<file path="src/rtl/fpmul_pkg.sv">
package fpmul_pkg;

    localparam int EXP_W   = 8;
    localparam int FRAC_W  = 23;
    localparam int WORD_W  = 1 + EXP_W + FRAC_W;
    localparam int SIG_W   = FRAC_W + 1;
    localparam int PROD_W  = 2 * SIG_W;
    localparam int BIAS    = (1 << (EXP_W - 1)) - 1;
    localparam int EXP_TOP = (1 << EXP_W) - 1;

    typedef struct packed {
        logic              sign;
        logic [EXP_W-1:0]  exp;
        logic [FRAC_W-1:0] frac;
    } fp_word_t;

    typedef struct packed {
        logic              sign;
        logic              is_zero;
        logic [EXP_W-1:0]  exp;
        logic [SIG_W-1:0]  sig;
    } fp_parts_t;

    function automatic fp_word_t signed_zero(input logic s);
        fp_word_t w;
        w.sign = s;
        w.exp  = '0;
        w.frac = '0;
        return w;
    endfunction

    function automatic fp_word_t signed_inf(input logic s);
        fp_word_t w;
        w.sign = s;
        w.exp  = EXP_W'(EXP_TOP);
        w.frac = '0;
        return w;
    endfunction

endpackage

</file>
<file path="src/rtl/fpmul_unpack.sv">
module fpmul_unpack
    import fpmul_pkg::*;
(
    input  logic [WORD_W-1:0] word,
    output fp_parts_t         parts
);
    fp_word_t w;

    always_comb begin
        w             = fp_word_t'(word);
        parts.sign    = w.sign;
        parts.exp     = w.exp;
        parts.is_zero = (w.exp == '0);
        parts.sig     = {1'b1, w.frac};
    end
endmodule

</file>
<file path="src/rtl/fpmul_sig_mul.sv">
module fpmul_sig_mul #(
    parameter int W      = 24,
    parameter int BASE_W = 3
) (
    input  logic [W-1:0]   a,
    input  logic [W-1:0]   b,
    output logic [2*W-1:0] p
);
    generate
        if (W <= BASE_W) begin : g_leaf
            always_comb begin
                p = '0;
                for (int i = 0; i < W; i++) begin
                    if (a[i]) p = p + ({{W{1'b0}}, b} << i);
                end
            end
        end else begin : g_split
            localparam int L = W / 2;
            localparam int H = W - L;

            logic [H-1:0]   a_hi, a_lo, b_hi, b_lo;
            logic [2*H-1:0] pp_hh, pp_hl, pp_lh, pp_ll;
            logic [2*W-1:0] x_hh, x_hl, x_lh, x_ll;

            assign a_hi = a[W-1:L];
            assign b_hi = b[W-1:L];
            assign a_lo = H'(a[L-1:0]);
            assign b_lo = H'(b[L-1:0]);

            fpmul_sig_mul #(.W(H), .BASE_W(BASE_W)) u_hh (.a(a_hi), .b(b_hi), .p(pp_hh));
            fpmul_sig_mul #(.W(H), .BASE_W(BASE_W)) u_hl (.a(a_hi), .b(b_lo), .p(pp_hl));
            fpmul_sig_mul #(.W(H), .BASE_W(BASE_W)) u_lh (.a(a_lo), .b(b_hi), .p(pp_lh));
            fpmul_sig_mul #(.W(H), .BASE_W(BASE_W)) u_ll (.a(a_lo), .b(b_lo), .p(pp_ll));

            assign x_hh = {{(2*W-2*H){1'b0}}, pp_hh};
            assign x_hl = {{(2*W-2*H){1'b0}}, pp_hl};
            assign x_lh = {{(2*W-2*H){1'b0}}, pp_lh};
            assign x_ll = {{(2*W-2*H){1'b0}}, pp_ll};

            assign p = (x_hh << (2 * L)) + ((x_hl + x_lh) << L) + x_ll;
        end
    endgenerate
endmodule

</file>
<file path="src/rtl/fpmul_normalize.sv">
module fpmul_normalize
    import fpmul_pkg::*;
(
    input  fp_parts_t         pa,
    input  fp_parts_t         pb,
    input  logic [PROD_W-1:0] sig_prod,
    output fp_word_t          result,
    output logic              ovf,
    output logic              unf
);
    logic              carry;
    logic              sgn;
    logic [FRAC_W-1:0] frac;
    logic [PROD_W-1:0] aligned;
    logic              unused_tail;
    int                e_adj;

    assign carry       = sig_prod[PROD_W-1];
    assign sgn         = pa.sign ^ pb.sign;
    assign aligned     = carry ? sig_prod : (sig_prod << 1);
    assign frac        = aligned[PROD_W-2 -: FRAC_W];
    assign unused_tail = ^aligned[PROD_W-2-FRAC_W:0];

    always_comb begin
        e_adj  = int'(pa.exp) + int'(pb.exp) - BIAS + int'(carry);
        ovf    = 1'b0;
        unf    = 1'b0;
        result.sign = sgn;
        result.exp  = e_adj[EXP_W-1:0];
        result.frac = frac;
        if (pa.is_zero || pb.is_zero) begin
            result = signed_zero(sgn);
        end else if (e_adj >= EXP_TOP) begin
            ovf    = 1'b1;
            result = signed_inf(sgn);
        end else if (e_adj <= 0) begin
            unf    = 1'b1;
            result = signed_zero(sgn);
        end
    end
endmodule

</file>
<file path="src/rtl/fpmul_trunc.sv">
module fpmul_trunc
    import fpmul_pkg::*;
(
    input  logic              clk,
    input  logic              rst,
    input  logic [WORD_W-1:0] op_a,
    input  logic [WORD_W-1:0] op_b,
    output logic [WORD_W-1:0] prod,
    output logic              ovf,
    output logic              unf
);
    fp_parts_t         pa, pb;
    logic [PROD_W-1:0] sig_prod;
    fp_word_t          res_c;
    logic              ovf_c, unf_c;

    fpmul_unpack u_unpack_a (.word(op_a), .parts(pa));
    fpmul_unpack u_unpack_b (.word(op_b), .parts(pb));

    fpmul_sig_mul #(.W(SIG_W), .BASE_W(3)) u_sig_mul (
        .a (pa.sig),
        .b (pb.sig),
        .p (sig_prod)
    );

    fpmul_normalize u_norm (
        .pa       (pa),
        .pb       (pb),
        .sig_prod (sig_prod),
        .result   (res_c),
        .ovf      (ovf_c),
        .unf      (unf_c)
    );

    always_ff @(posedge clk) begin
        if (rst) begin
            prod <= '0;
            ovf  <= 1'b0;
            unf  <= 1'b0;
        end else begin
            prod <= res_c;
            ovf  <= ovf_c;
            unf  <= unf_c;
        end
    end
endmodule

</file>
<file path="config.mk">
export PLATFORM = sky130hd
export DESIGN_NAME = fpmul_trunc
export DESIGN_NICKNAME = d
export VERILOG_FILES = /design/src/rtl/fpmul_pkg.sv /design/src/rtl/fpmul_unpack.sv /design/src/rtl/fpmul_sig_mul.sv /design/src/rtl/fpmul_normalize.sv /design/src/rtl/fpmul_trunc.sv
export SDC_FILE = /design/constraint.sdc
export NUM_CORES = 2
export LEC_CHECK = 0
export ABC_AREA = 1
export BUFFER_PORTS_ARGS = -buffer_cell sky130_fd_sc_hd__buf_2
export CORE_MARGIN = 5
export CORE_UTILIZATION = 30
export CTS_CLUSTER_SIZE = 25
export DETAILED_ROUTE_END_ITERATION = 10
export PLACE_DENSITY = 0.47
export SYNTH_ARGS = -nofsm -noshare
export SYNTH_HDL_FRONTEND = slang
export SYNTH_HIERARCHICAL = 1
export SYNTH_SLANG_ARGS = --single-unit
export TNS_END_PERCENT = 5
</file>
<file path="constraint.sdc">
create_clock -name clk -period 12.16 [get_ports clk]
set_clock_uncertainty 0.1 [all_clocks]
set_input_delay 1.216 -clock clk [delete_from_list [all_inputs] [get_ports clk]]
set_output_delay 1.216 -clock clk [all_outputs]
set_load 0.01 [all_outputs]
</file>
==> flow_summary.toml <==
[run_status]
outcome = "finished, final reports clean"

[critical_path]
crit_type = "primary input to flip-flop"
slowest_delay_ns = 0.42
worstSetupEndpointType = "flip-flop"
cpMostUsedCell = "nand2_1"
crit_path_max_fanout = 17
cp.arrival_ns = 11.33
worstPathRequired_ns = 12.27
crit_path_start_kind = "primary input"
critPathSlowestCell = "ha_1"

[global_route]
grt_pass1_wl_mm = 194
grt_overflow = 0
grt_max_degree = 54
antenna_found_initial = 6
grt_pass1_vias = 37100
grtUsageTotal_pct = 17.2

[routing]
drc = 0
vias_per_cell = 4.63
vias = 40000
post_drt_wl_per_cell_um = 14.1
detail_route.first_pass.iterations = 8
drt_iter0_markers = 2256
final_antenna_net_count = 0
drt_wl_total_mm = 121

[clocking]
cts_sinks = 34
clk_pin_slew_ns = 0.06
h-tree-depth = 2
clockBufferDepth = 2
cts_tree = "yes"
root_buffer = "clkbuf_16"
cts_inserted_buffers = 5

[layout]
antenna_cells = 0
drive_gt1_share_pct = 7.82
nFillCells = 14700
multiInputGateArea_mm2 = 0.0330
layout_common_cells = "nand2_1, inv_1, ha_1, nand3_1, a21oi_1"
final_area_mm2 = 0.0417
final_common_cell = "nand2_1"
final_util_pct = 32.3
layout.nets = 7762
syn2layout_area_growth_pct = 7.41
regArea_um2 = 681

[timing]
hold_viol = 0
max_freq_mhz = 89.1
layout_min_cycle_time_ns = 11.22
tightest_slew_ns = 0.902
slew_viol_final = 0
final-setup-viol-count = 0
period_share_pct = 92.3
slew_headroom_pct = 39.8

[run]
timing.max_cap.violations = 0

[floorplan]
die_height_um = 370
initial_core_util_pct = 30.1
fp.coreArea_mm2 = 0.129
rows = 132
die_x_um = 370
io_pins = 100
die-area_mm2 = 0.137

[synth]
synth_area_per_cell_um2 = 5.72
synthesis.nets = 7668
syn-cell-area_mm2 = 0.0389
syn_inst = 6795
yosysWarningCount = 6

[place]
dp_hpwl_mm = 104
gp_congestion = 0.916
port_buffers = 99
placed_cell_area_mm2 = 0.0415

[min_path]
hold_class = "primary input to flip-flop"
==> what timing repair did <==
item,in CTS,in global routing
buffers inserted,0,2
hold buffers,0,0
endpoints found under the setup margin,0,33
hold endpoints to repair,0,0
resized for setup,0,21
==> worst paths after layout <==
check | end | cells past startpoint | from | slack [ns]
max | prod[2] | 67 | op_b[10] | 0.94
min | prod[31] | 4 | op_a[31] | 1.10
==> stage by stage <==
stage / setup TNS [ns] / hold WS (ns) / instances / worst slack, ns
2_1_floorplan: 0 / 1.30 / 6795 / 1.99
3_3_place_gp: 0 / 1.39 / 8621 / 0.391
3_5_place_dp: 0 / 1.39 / 8621 / 0.440
4_1_cts: 0 / 1.10 / 8629 / 0.688
5_1_grt: -0.435 / 1.14 / 8632 / -0.0517
6_report: 0 / 1.10 / 8632 / 0.938
==> layout make-up <==
type	count	share of cell area [%]
clock buffers	5	0.300
flip-flops and latches	34	1.63
clock inverters	3	0.0510
repair buffers	166	2.55
inverters	1240	11.1
well taps	1742	5.22
multi-input cells	5442	79.1
==> metal layers <==
| layer | GRT usage (%) | vias up | part of all wire (%) |
|---|---|---|---|
| met5 | 0 | - | 0.011 |
| li1 | - | 21600 | - |
| met2 | 29.5 | 561 | 45 |
| met4 | 2.32 | 2 | 1.6 |
| met3 | 0.866 | 53 | 3.1 |
| met1 | 24.4 | 17700 | 51 |
==> registers in the layout, summed over array words and instances (netlist names) <==
| signal | count |
|---|---|
| unf | 1 |
| prod | 32 |
| ovf | 1 |
==> critical path, delay by kind of cell <==
family                   cells  cell delay, ns
adder cells (fa/ha/maj)     12            3.61
AND/OR/NAND/NOR             42            5.07
XOR/XNOR                     1            0.15
buffers and inverters        9            0.87
AO/OA/AOI/OAI                3            0.41
Power is not shown: default switching activity piles up to over one toggle a cycle in this logic, so the estimate is an artifact.
